<file path="src/rtl/eprom_rd_pkg.sv">
package eprom_rd_pkg;

   typedef enum logic [1:0] {
      RD_IDLE   = 2'd0,
      RD_ACCESS = 2'd1,
      RD_FLOAT  = 2'd2
   } rd_phase_e;

   localparam int NUM_GRADES = 4;

   // address / chip-enable to data, ns
   function automatic int grade_acc_ns(input int g);
      case (g)
         0:       return 90;
         1:       return 120;
         default: return 150;
      endcase
   endfunction

   // output-enable to data, ns
   function automatic int grade_oe_ns(input int g);
      case (g)
         0:       return 40;
         default: return 50;
      endcase
   endfunction

   // disable to bus float, ns
   function automatic int grade_df_ns(input int g);
      case (g)
         0:       return 35;
         1:       return 25;
         default: return 45;
      endcase
   endfunction

   function automatic int ceil_div(input int n, input int d);
      return (n + d - 1) / d;
   endfunction

endpackage

</file>
<file path="src/rtl/eprom_rd_timing.sv">
module eprom_rd_timing
   import eprom_rd_pkg::*;
#(
   parameter int CLK_PERIOD_NS = 10,
   parameter int CNT_W         = 8,
   parameter bit OE_LATE       = 1'b1
) (
   input  logic [1:0]       grade,
   output logic [CNT_W-1:0] acc_cycles,
   output logic [CNT_W-1:0] oe_cycles,
   output logic [CNT_W-1:0] df_cycles
);

   logic [CNT_W-1:0] acc_tab [NUM_GRADES];
   logic [CNT_W-1:0] oe_tab  [NUM_GRADES];
   logic [CNT_W-1:0] df_tab  [NUM_GRADES];

   if (CLK_PERIOD_NS < 1) begin : g_bad_period
      $error("eprom_rd_timing: CLK_PERIOD_NS must be positive");
   end

   for (genvar g = 0; g < NUM_GRADES; g++) begin : g_grade
      // one cycle of margin beyond the rounded-up access time
      localparam int ACC_C = ceil_div(grade_acc_ns(g), CLK_PERIOD_NS) + 1;
      localparam int DF_C  = ceil_div(grade_df_ns(g), CLK_PERIOD_NS);

      if (ACC_C >= 2 ** CNT_W || DF_C >= 2 ** CNT_W) begin : g_bad_width
         $error("eprom_rd_timing: CNT_W too narrow for the clock period");
      end

      assign acc_tab[g] = CNT_W'(ACC_C);
      assign df_tab[g]  = CNT_W'(DF_C);

      if (OE_LATE) begin : g_late_oe
         // rounded down so the output-enable path never sets the access time
         localparam int OE_C = (grade_acc_ns(g) - grade_oe_ns(g)) / CLK_PERIOD_NS;
         assign oe_tab[g] = CNT_W'(OE_C);
      end else begin : g_early_oe
         assign oe_tab[g] = '0;
      end
   end

   assign acc_cycles = acc_tab[grade];
   assign oe_cycles  = oe_tab[grade];
   assign df_cycles  = df_tab[grade];

endmodule

</file>
<file path="src/rtl/eprom_rd_seq.sv">
module eprom_rd_seq
   import eprom_rd_pkg::*;
#(
   parameter int ADDR_W  = 16,
   parameter int DATA_W  = 8,
   parameter int CNT_W   = 8,
   parameter int ID_LINE = 9
) (
   input  logic              clk,
   input  logic              rst_n,
   input  logic              req_valid,
   input  logic              req_id,
   input  logic [ADDR_W-1:0] req_addr,
   input  logic [CNT_W-1:0]  acc_cycles,
   input  logic [CNT_W-1:0]  oe_cycles,
   input  logic [CNT_W-1:0]  df_cycles,
   input  logic [DATA_W-1:0] mem_data,
   output logic              busy,
   output logic              rsp_valid,
   output logic [DATA_W-1:0] rsp_data,
   output logic [ADDR_W-1:0] mem_addr,
   output logic              mem_ce_n,
   output logic              mem_oe_n,
   output logic              mem_hv_req
);

   rd_phase_e        phase_q;
   logic [CNT_W-1:0] cnt_q;
   logic [CNT_W-1:0] cnt_nxt;
   logic [CNT_W-1:0] acc_q;
   logic [CNT_W-1:0] oe_q;
   logic [CNT_W-1:0] df_q;
   logic [ADDR_W-1:0] id_addr;

   assign cnt_nxt = cnt_q + 1'b1;
   assign busy    = (phase_q != RD_IDLE);

   always_comb begin
      id_addr          = '0;
      id_addr[ID_LINE] = 1'b1;
      id_addr[0]       = req_addr[0];
   end

   always_ff @(posedge clk) begin
      if (!rst_n) begin
         phase_q    <= RD_IDLE;
         cnt_q      <= '0;
         acc_q      <= '0;
         oe_q       <= '0;
         df_q       <= '0;
         mem_addr   <= '0;
         mem_ce_n   <= 1'b1;
         mem_oe_n   <= 1'b1;
         mem_hv_req <= 1'b0;
         rsp_valid  <= 1'b0;
         rsp_data   <= '0;
      end else begin
         rsp_valid <= 1'b0;
         case (phase_q)
            RD_IDLE: begin
               if (req_valid) begin
                  phase_q    <= RD_ACCESS;
                  cnt_q      <= '0;
                  acc_q      <= acc_cycles;
                  oe_q       <= oe_cycles;
                  df_q       <= df_cycles;
                  mem_addr   <= req_id ? id_addr : req_addr;
                  mem_hv_req <= req_id;
                  mem_ce_n   <= 1'b0;
                  mem_oe_n   <= (oe_cycles != '0);
               end
            end
            RD_ACCESS: begin
               cnt_q <= cnt_nxt;
               if (cnt_nxt == oe_q) begin
                  mem_oe_n <= 1'b0;
               end
               if (cnt_nxt == acc_q) begin
                  rsp_valid  <= 1'b1;
                  rsp_data   <= mem_data;
                  mem_ce_n   <= 1'b1;
                  mem_oe_n   <= 1'b1;
                  mem_hv_req <= 1'b0;
                  cnt_q      <= '0;
                  phase_q    <= RD_FLOAT;
               end
            end
            RD_FLOAT: begin
               cnt_q <= cnt_nxt;
               if (cnt_nxt == df_q) begin
                  phase_q <= RD_IDLE;
               end
            end
            default: phase_q <= RD_IDLE;
         endcase
      end
   end

   // ---- checker state: cycles chip enable has been high, float need of last access
   logic [CNT_W-1:0] gap_q;
   logic [CNT_W-1:0] df_last_q;

   always_ff @(posedge clk) begin
      if (!rst_n) begin
         gap_q     <= '1;
         df_last_q <= '0;
      end else begin
         if (!mem_ce_n) begin
            gap_q <= '0;
         end else if (gap_q != '1) begin
            gap_q <= gap_q + 1'b1;
         end
         if (phase_q == RD_ACCESS && cnt_nxt == acc_q) begin
            df_last_q <= df_q;
         end
      end
   end


   oe_needs_ce_chk: assert property (@(posedge clk) disable iff (!rst_n)
      !mem_oe_n |-> !mem_ce_n);


   addr_hold_chk: assert property (@(posedge clk) disable iff (!rst_n)
      (!mem_ce_n && $past(!mem_ce_n)) |-> $stable(mem_addr));


   rsp_pulse_chk: assert property (@(posedge clk) disable iff (!rst_n)
      rsp_valid |=> !rsp_valid);


   hv_in_access_chk: assert property (@(posedge clk) disable iff (!rst_n)
      mem_hv_req |-> !mem_ce_n);


   ce_busy_chk: assert property (@(posedge clk) disable iff (!rst_n)
      !mem_ce_n |-> busy);


   float_gap_chk: assert property (@(posedge clk) disable iff (!rst_n)
      $fell(mem_ce_n) |-> (gap_q >= df_last_q));

endmodule

</file>
<file path="src/rtl/eprom_rd_ctrl.sv">
module eprom_rd_ctrl
   import eprom_rd_pkg::*;
#(
   parameter int CLK_PERIOD_NS = 10,
   parameter int ADDR_W        = 16,
   parameter int DATA_W        = 8,
   parameter int CNT_W         = 8,
   parameter int ID_LINE       = 9,
   parameter bit OE_LATE       = 1'b1
) (
   input  logic              clk,
   input  logic              rst_n,
   input  logic              req_valid,
   input  logic              req_id,
   input  logic [ADDR_W-1:0] req_addr,
   input  logic [1:0]        grade,
   output logic              busy,
   output logic              rsp_valid,
   output logic [DATA_W-1:0] rsp_data,
   output logic [ADDR_W-1:0] mem_addr,
   output logic              mem_ce_n,
   output logic              mem_oe_n,
   output logic              mem_hv_req,
   input  logic [DATA_W-1:0] mem_data
);

   if (ID_LINE < 1 || ID_LINE >= ADDR_W) begin : g_bad_id_line
      $error("eprom_rd_ctrl: ID_LINE must lie above bit 0 and inside the address");
   end
   if (DATA_W < 1) begin : g_bad_data_w
      $error("eprom_rd_ctrl: DATA_W must be positive");
   end

   logic [CNT_W-1:0] acc_cycles;
   logic [CNT_W-1:0] oe_cycles;
   logic [CNT_W-1:0] df_cycles;

   eprom_rd_timing #(
      .CLK_PERIOD_NS(CLK_PERIOD_NS),
      .CNT_W        (CNT_W),
      .OE_LATE      (OE_LATE)
   ) i_timing (
      .grade     (grade),
      .acc_cycles(acc_cycles),
      .oe_cycles (oe_cycles),
      .df_cycles (df_cycles)
   );

   eprom_rd_seq #(
      .ADDR_W (ADDR_W),
      .DATA_W (DATA_W),
      .CNT_W  (CNT_W),
      .ID_LINE(ID_LINE)
   ) i_seq (
      .clk       (clk),
      .rst_n     (rst_n),
      .req_valid (req_valid),
      .req_id    (req_id),
      .req_addr  (req_addr),
      .acc_cycles(acc_cycles),
      .oe_cycles (oe_cycles),
      .df_cycles (df_cycles),
      .mem_data  (mem_data),
      .busy      (busy),
      .rsp_valid (rsp_valid),
      .rsp_data  (rsp_data),
      .mem_addr  (mem_addr),
      .mem_ce_n  (mem_ce_n),
      .mem_oe_n  (mem_oe_n),
      .mem_hv_req(mem_hv_req)
   );

endmodule

</file>
<file path="config.mk">
export PLATFORM = sky130hd
export DESIGN_NAME = eprom_rd_ctrl
export DESIGN_NICKNAME = d
export VERILOG_FILES = /design/src/rtl/eprom_rd_pkg.sv /design/src/rtl/eprom_rd_timing.sv /design/src/rtl/eprom_rd_seq.sv /design/src/rtl/eprom_rd_ctrl.sv
export SDC_FILE = /design/constraint.sdc
export NUM_CORES = 1
export LEC_CHECK = 0
export BUFFER_PORTS_ARGS = -buffer_cell sky130_fd_sc_hd__buf_2
export CORE_ASPECT_RATIO = 0.9
export CORE_MARGIN = 5
export CORE_UTILIZATION = 50
export CTS_CLUSTER_DIAMETER = 60
export DETAILED_ROUTE_END_ITERATION = 10
export PLACE_DENSITY_LB_ADDON = 0.12
export SLEW_MARGIN = 20
export SYNTH_ARGS = -nofsm -noshare
export SYNTH_HDL_FRONTEND = slang
export SYNTH_SLANG_ARGS = --single-unit
</file>
<file path="constraint.sdc">
create_clock -name clk -period 3.4 [get_ports clk]
set_input_delay 0.51 -clock clk [delete_from_list [all_inputs] [get_ports clk]]
set_output_delay 0.51 -clock clk [all_outputs]
set_load 0.03 [all_outputs]
</file>
==> summary.txt, run 1 <==
STA
  • Max-slew violations: 0
  • WHS: roughly 0.4 ns
  • Highest Clock Rate: between 400 and 500 MHz
  • Setup tns final: 0 ns
  • Clock period minus final worst setup slack: around 2.3 ns
  • RSZ-0062 raised after global routing: no
  • Part of the cycle the worst path needs: roughly 67%
  • Clock tree skew after final layout: 0.00760 ns
  • Setup Viol. Count Final: 0
  • Final number of hold-violating endpoints: 0
  • Setup WS post-layout: about 1.1 ns
  • Worst Tran Pin Value: approximately 1 ns
  • Max transition margin: roughly 33%

Yosys
  • Yosys reg bits: 44
  • Post-synth net total: between 200 and 300
  • Post-Synthesis Cell Area: about 2200 um2
  • Post-Synthesis Cells: 258
  • Syn_area_per_cell: 8.48 um2
  • Count of different cell masters after synthesis: approximately 50
  • Portion of the post-synthesis area used by sequential elements: about two fifths
  • Share of synthesized registers carrying an async set or reset: 0%
  • Compound-Gate Fraction of Synth Area: roughly a fifth
  • Number of enable flip-flop cells after synthesis: 0
  • Most used flip-flop cell after synthesis: sky130_fd_sc_hd__dfxtp_1
  • Simple-gate share of the synthesized area: 25.5%
  • Main combinational cell family by area after synthesis: simple AND/OR/NAND/NOR gates
  • Xor/xnor share of the synthesized area: 5.43%
  • Yosys warning count: 0
  • Share of cell area taken by muxes after synthesis: between 1 and 1.5%
  • Adder-Cell Fraction of Synth Area: 3.43%

Floorplan
  • Row Count: 22
  • Die width: approximately 80 um
  • Full die area: between 5000 and 6000 um2
  • Initial core utilization: a little over half
  • Core Area: just over 4000 um2
  • Die height: 72.8 um
  • I/O pins: 59

Routing
  • Wire length per cell after detailed routing: 13.8 um
  • DRC marker count from the first detailed-route iteration: 63
  • DRC errors left: 0
  • Final wirelength: 5050 um
  • DR pass1 iterations: 4
  • Number of nets still failing antenna checks after routing: 0
  • Vias: around 1,900
  • Detail-routed via count per cell: around 5.2

Global route
  • Pin count of the biggest net entering global routing: 32
  • Vias in the first global route: ~1,800
  • Total track usage: 17.9%
  • Wire length of the first global-routing pass: between 8000 and 9000 um
  • Total global routing overflow: 0
  • Antenna violations before repair: 0

Worst setup path
  • Highest net fanout along the worst path: 9
  • CP peak stage delay: 0.52 ns
  • Type of origin of the critical path: flip-flop
  • End point of the critical path: i_seq.cnt_q[1]
  • CP Data Required Time: roughly 3.6 ns
  • Worst reg-to-reg setup slack: between 1 and 1.5 ns
  • Nature of the critical path endpoint: flip-flop
  • Critical path type: reg2reg
  • Series of cell instances along the critical path: ha_1 -> xor2_2 -> and3b_1 -> o2111a_2 -> o211ai_2 -> a32oi_1 -> nor2_1
  • Critical path startpoint: i_seq.cnt_q[0]
  • Worst reg2reg path startpoint: i_seq.cnt_q[0]
  • Destination of the worst register-to-register timing path: i_seq.cnt_q[1]
  • Slowest library cell on the worst path: sky130_fd_sc_hd__dfxtp_1
  • Data arrival at the endpoint of the critical path: 2.42 ns
  • Reg2Reg Depth: 7

Job
  • Max-capacitance violation count: 0

Clock network
  • Clock-pin slew of the registers on the worst-case setup and hold paths: roughly 0.080 ns
  • Clock latency on the worst-skew pair: 0.30 ns
  • CTS resizes: 0
  • Post-CTS Setup Repair Bufs: 0
  • Cts bufs inserted: 5
  • CTS tree: yes
  • Max clock buf depth: 2
  • Hold-fix buffers at CTS: 0
  • Clock root buffer master: sky130_fd_sc_hd__clkbuf_8
  • Clock H-tree levels: 2
  • Clock sink total: 44

Status
  • Result of the run: finished clean

Hold path
  • Hold/Removal Path Class: in2reg
  • Hold path cells: 2

Power and ir drop
  • Internal power of the cells: 0.899 mW
  • Total power: about 1.4 mW
  • Static Leakage: slightly above 1 nW
  • Total power per unit cell area: 532 nW/um2
  • Part of the power in the clock network: 28.1%
  • Net switching share of the total power: between 30 and 40%
  • Worst IR drop on VDD: about 290 uV
  • Sequential power share: a little over two fifths
  • Share of total power in combinational logic: between 20% and 30%
  • Switching Power: around 0.47 mW

Cells and area
  • Filler-free cell count of the finished design: approximately 370
  • Cell area after layout: around 2600 um2
  • Share of cells above drive strength 1: 24.9%
  • Final antenna diode count: 0
  • Area growth from synthesis to layout: 17.3%
  • Number of fill cells in the layout: approximately 370
  • Leading cell type in the layout, fill and taps excluded: sky130_fd_sc_hd__buf_2
  • Most used cells in the layout excluding fill and tap cells: sky130_fd_sc_hd__buf_2 (58), sky130_fd_sc_hd__dfxtp_1 (44), sky130_fd_sc_hd__nand2_1 (35), sky130_fd_sc_hd__a21oi_1 (24), sky130_fd_sc_hd__nor2_1 (21)
  • Final Util: between 60% and 70%
  • Final-stage net count: 342

Place
  • # port buffers: 58
  • HPWL after detailed placement: roughly 3600 um
  • Number of cells after detailed placement: 359
  • Cell Area, Placed: around 2500 um2
  • Routability congestion estimate from global placement: 0.849
  • Worst setup timing slack at the placement stage: around 1.2 ns
## power by group through the flow
stage / clock network, mW / logic [mW] / registers [mW]
2_1_floorplan: 0 / 0.255 / 0.642
3_3_place_gp: 0 / 0.388 / 0.600
3_5_place_dp: 0 / 0.392 / 0.603
4_1_cts: 0.391 / 0.394 / 0.591
5_1_grt: 0.412 / 0.435 / 0.597
6_report: 0.384 / 0.391 / 0.590
## sequential cells by signal, indices dropped and copies added, names as in the netlist
name	count
i_seq.mem_addr	16
i_seq.cnt_q	8
i_seq.rsp_data	8
i_seq.df_q	3
i_seq.acc_q	2
i_seq.phase_q	2
i_seq.mem_ce_n	1
i_seq.mem_hv_req	1
i_seq.mem_oe_n	1
i_seq.oe_q	1
i_seq.rsp_valid	1
## critical path, delay by kind of cell, from the launching register on
family                     cells  cell delay, ns
adders and majority gates      1            0.37
and+or+nand+nor                2            0.27
xor gates and xnor gates       1            0.27
AOI/OAI and AO/OA              3            0.69
DFF                            1            0.52
## synthesized netlist by cell type, types with 6 or more instances
library cell | number | area (um2)
sky130_fd_sc_hd__a21oi_1 | 24 | 120
sky130_fd_sc_hd__clkbuf_1 | 12 | 45.0
sky130_fd_sc_hd__dfxtp_1 | 44 | 881
sky130_fd_sc_hd__ha_1 | 6 | 75.1
sky130_fd_sc_hd__inv_1 | 6 | 22.5
sky130_fd_sc_hd__nand2_1 | 35 | 131
sky130_fd_sc_hd__nand3_1 | 12 | 60.1
sky130_fd_sc_hd__nand3b_1 | 14 | 105
sky130_fd_sc_hd__nor2_1 | 21 | 78.8
sky130_fd_sc_hd__o21ai_0 | 11 | 55.1
sky130_fd_sc_hd__o21ai_1 | 10 | 50.1
sky130_fd_sc_hd__xnor2_1 | 8 | 70.1
## cells by family (layout without fill, tap and decap cells)
kind of cell,Yosys count,after routing
AND/OR/NAND/NOR,106,106
AO/OA/AOI/OAI,65,65
flip-flops,44,44
buffers and inverters,24,71
XOR/XNOR,11,11
adder cells (fa/ha/maj),6,6
multiplexers,2,2
## routing by layer
metal,wire [um],GRT usage (%)
met1,2420,23.9
met2,2280,28.0
met3,277,4.57
met4,70,6.57
met5,0,0
## worst min path at each step
stage | endpoint | start | slack [ns]
final | i_seq.df_q[2] | grade[0] | 0.41
after global routing | i_seq.df_q[2] | grade[0] | 0.43
after CTS | i_seq.df_q[2] | grade[0] | 0.40
after detailed placement | i_seq.mem_addr[13] | i_seq.mem_addr[13] | 0.44
after global placement | i_seq.mem_addr[11] | i_seq.mem_addr[11] | 0.44
after floorplan | i_seq.phase_q[0] | i_seq.phase_q[0] | 0.47
## area by class of cell
type,count,area [um2],share of cell area [%]
inverters,7,26.3,1.02
clock inverters,1,30.0,1.17
flip-flops and latches,44,881,34.3
multi-input cells,190,1200,46.6
repair buffers,58,290,11.3
clock buffers,5,68.8,2.68
well taps,60,75.1,2.92
No activity file was read; power rests on OpenSTA's default activity.
==> run 2, diff against run 1 <==
--- a/config.mk
+++ b/config.mk
@@ -5,6 +5,7 @@
 export SDC_FILE = /design/constraint.sdc
 export NUM_CORES = 1
 export LEC_CHECK = 0
+export ABC_AREA = 1
 export BUFFER_PORTS_ARGS = -buffer_cell sky130_fd_sc_hd__buf_2
 export CORE_ASPECT_RATIO = 0.9
 export CORE_MARGIN = 5
==> constraint.sdc (replaced) <==
create_clock -name clk -period 2.3 [get_ports clk]
set_input_delay 0.345 -clock clk [delete_from_list [all_inputs] [get_ports clk]]
set_output_delay 0.345 -clock clk [all_outputs]
set_load 0.03 [all_outputs]
==> run 2 against run 1 <==
Against the previous run:
- critical path type unchanged
- area after synthesis is 0.86% lower
- largest power group is now combinational cells
- critical path depth is 5 higher
- combinational power grew to 2.5 times the previous value
- wire length is 0.71% lower
- setup slack worse by 0.80 ns
==> summary.txt, run 2 <==
Status
  • Result of the run: finished clean

Clock network
  • CTS tree: yes
  • Post-CTS Setup Repair Bufs: 0
  • Clock-pin slew of the registers on the worst-case setup and hold paths: ~0.080 ns
  • Clock H-tree levels: 2
  • Clock sink total: 44
  • Max clock buf depth: 2
  • Hold-fix buffers at CTS: 0
  • Cts bufs inserted: 5
  • Clock latency on the worst-skew pair: 0.31 ns
  • Clock root buffer master: sky130_fd_sc_hd__clkbuf_8

Place
  • Cell Area, Placed: 2490 um2
  • Number of cells after detailed placement: roughly 400
  • # port buffers: 58
  • Worst setup timing slack at the placement stage: about 0.24 ns
  • HPWL after detailed placement: between 3000 and 4000 um
  • Routability congestion estimate from global placement: ~0.88

Worst setup path
  • Destination of the worst register-to-register timing path: i_seq.rsp_data[0]
  • Nature of the critical path endpoint: flip-flop
  • Data arrival at the endpoint of the critical path: approximately 2.2 ns
  • Critical path type: reg2reg
  • Reg2Reg Depth: 12
  • CP Data Required Time: 2.54 ns
  • Worst reg2reg path startpoint: i_seq.cnt_q[0]
  • Worst reg-to-reg setup slack: between 0.3 and 0.4 ns
  • Highest net fanout along the worst path: 11
  • Type of origin of the critical path: flip-flop

Cells and area
  • Cell area after layout: roughly 2600 um2
  • Final-stage net count: between 400 and 500
  • Registers with the most flip-flops: i_seq.mem_addr x16, i_seq.cnt_q x8, i_seq.rsp_data x8
  • Most used cells in the layout excluding fill and tap cells: sky130_fd_sc_hd__nand2_1 (91), sky130_fd_sc_hd__buf_2 (58), sky130_fd_sc_hd__dfxtp_1 (44), sky130_fd_sc_hd__a21oi_1 (34), sky130_fd_sc_hd__inv_1 (29)
  • Final Util: around 63%
  • Register ranked first by flip-flop count: i_seq.mem_addr
  • Filler-free cell count of the finished design: 418
  • Final antenna diode count: 0
  • Area growth from synthesis to layout: 19.6%
  • Number of fill cells in the layout: slightly below 400
  • Leading cell type in the layout, fill and taps excluded: sky130_fd_sc_hd__nand2_1
  • Share of cells above drive strength 1: roughly 25%
  • Number of flip-flops in the largest register: 16

Floorplan
  • Initial core utilization: 52.5%
  • Row Count: 22
  • Full die area: roughly 5800 um2
  • Core Area: 4130 um2
  • Die height: between 70 and 80 um
  • Die width: 79.4 um
  • I/O pins: 59

Power and ir drop
  • Worst IR drop on VDD: 585 uV
  • Total power per unit cell area: around 940 nW/um2
  • Static Leakage: about 1.2 nW
  • Total power: ~2.4 mW

STA
  • Max-slew violations: 0
  • Clock tree skew after final layout: about 0.0068 ns
  • Setup tns final: 0 ns
  • WHS: roughly 0.27 ns
  • Worst Tran Pin Value: around 0.47 ns
  • Setup Viol. Count Final: 0
  • Max transition margin: roughly two thirds
  • Setup WS post-layout: 0.335 ns
  • Highest Clock Rate: around 510 MHz
  • Part of the cycle the worst path needs: 85.4%
  • RSZ-0062 raised after global routing: no
  • Final number of hold-violating endpoints: 0
  • Clock period minus final worst setup slack: roughly 2 ns

Global route
  • Most used routing layer: met2
  • Vias in the first global route: a little under 2,000
  • Wire length of the first global-routing pass: 8540 um
  • Met3 track demand over resource in global routing: between 4 and 5%
  • Met1 capacity usage during global routing: 23.0%
  • Total global routing overflow: 0
  • Pin count of the biggest net entering global routing: 34
  • Antenna violations before repair: 0
  • Total track usage: about a fifth
  • Fraction of met2 tracks used by global routing: a little under a third

Hold path
  • Hold/Removal Path Class: in2reg
  • Hold path startpoint: mem_data[2]
  • Hold path cells: 3
  • Worst-case hold path end point: i_seq.rsp_data[2]

Yosys
  • Count of different cell masters after synthesis: 27
  • Yosys warning count: 0
  • Number of enable flip-flop cells after synthesis: 0
  • Most common library cells after synthesis: sky130_fd_sc_hd__nand2_1 (91), sky130_fd_sc_hd__dfxtp_1 (44), sky130_fd_sc_hd__a21oi_1 (34), sky130_fd_sc_hd__inv_1 (29), sky130_fd_sc_hd__nor2_1 (27)
  • Post-synth net total: 348
  • Post-synth top area cell: sky130_fd_sc_hd__dfxtp_1
  • Share of synthesized registers carrying an async set or reset: 0%
  • Most common cell in the netlist: sky130_fd_sc_hd__nand2_1
  • Portion of the post-synthesis area used by sequential elements: about 40%
  • Most used flip-flop cell after synthesis: sky130_fd_sc_hd__dfxtp_1
  • Syn_area_per_cell: a little under 7 um2
  • Post-Synthesis Cells: approximately 310
  • Post-Synthesis Cell Area: about 2200 um2
  • Yosys reg bits: 44
  • Fraction of post-synthesis cell area in the top cell type by area: between 40% and 50%
  • Cell types with the largest area share after synthesis: sky130_fd_sc_hd__dfxtp_1 (41%), sky130_fd_sc_hd__nand2_1 (16%), sky130_fd_sc_hd__a21oi_1 (7.8%), sky130_fd_sc_hd__nand3_1 (6.0%), sky130_fd_sc_hd__inv_1 (5.0%)

Routing
  • DR pass1 iterations: 4
  • DRC marker count from the first detailed-route iteration: about 90
  • Wire length per cell after detailed routing: 12.0 um
  • Number of nets still failing antenna checks after routing: 0
  • Final wirelength: around 5000 um
  • DRC errors left: 0
  • Detail-routed via count per cell: a little over 5
  • Vias: ~2,100

Job
  • Max-capacitance violation count: 0
-- run 2: cell types whose count changed after synthesis, sizes merged, moves of 3 or more --
cell	before	now
a22oi	3	0
o21ai	22	7
nand2	35	104
nor2	22	32
clkbuf	12	6
nand3b	14	0
xnor2	8	3
nor3	4	1
o211ai	4	1
inv	7	31
nand3	13	29
nor4	3	0
a21oi	24	35
and2	3	0
-- run 2: what timing repair did --
action	CTS	global route
resized for setup	0	1
endpoints found under the hold margin	0	0
setup endpoints to repair	0	7
-- run 2: area by class of cell --
class                      instances  area [um2]  share of cell area [%]
timing repair buffer              60         305                    11.8
tap                               48        60.1                    2.32
sequential                        44         881                    34.0
inverter                          33         124                    4.78
multi-input combinational        225        1130                    43.4
clock inverter                     2        15.0                   0.579
clock buffer                       6        82.6                    3.18
-- run 2: logic make-up (layout without fill, tap and decap cells) --
kind of cell | count (synthesis) | after routing | share of synthesized area, %
AO/OA/AOI/OAI | 46 | 46 | 11.5
XOR/XNOR | 4 | 4 | 1.62
adder cells (fa/ha/maj) | 6 | 6 | 3.46
buffers and inverters | 43 | 101 | 7.84
flip-flops | 44 | 44 | 40.6
AND/OR/NAND/NOR | 169 | 169 | 35.0
-- run 2: worst max-delay path by stage --
stage                        start           endpoint  slack [ns]  cells after the start
global route        i_seq.cnt_q[0]  i_seq.rsp_data[3]        0.07                     12
floorplan           i_seq.cnt_q[0]     i_seq.mem_ce_n        0.59                     13
global placement    i_seq.cnt_q[0]  i_seq.rsp_data[2]        0.37                     12
finish              i_seq.cnt_q[0]  i_seq.rsp_data[0]        0.33                     12
detailed placement  i_seq.cnt_q[0]  i_seq.rsp_data[0]        0.24                     12
CTS                 i_seq.cnt_q[0]  i_seq.rsp_data[0]        0.23                     12
-- run 2: worst max-delay path, cell delays in order (launching register included) --
cell and delay (ns):
sky130_fd_sc_hd__dfxtp_1 0.38, sky130_fd_sc_hd__ha_1 0.27, sky130_fd_sc_hd__nand2_2 0.11, sky130_fd_sc_hd__clkinv_1 0.08, sky130_fd_sc_hd__nor2_1 0.14, sky130_fd_sc_hd__nand3_1 0.09, sky130_fd_sc_hd__nand2_1 0.06, sky130_fd_sc_hd__nand2_1 0.06
sky130_fd_sc_hd__nor2_2 0.16, sky130_fd_sc_hd__nand3_4 0.18, sky130_fd_sc_hd__inv_2 0.17, sky130_fd_sc_hd__nand2_1 0.07, sky130_fd_sc_hd__a21oi_1 0.14
-- run 2: metal layers --
metal / up-vias / part of all wire, %
met1: 958 / 46
met3: 7 / 5.7
met5: - / 0
li1: 1101 / -
met4: 0 / 1.6
met2: 50 / 46
-- run 2: report_power, final --
part | switching [mW] | internal (mW) | total [mW]
combinational | 0.687 | 0.305 | 0.992
clock | 0.275 | 0.243 | 0.518
sequential | 0.0686 | 0.857 | 0.925
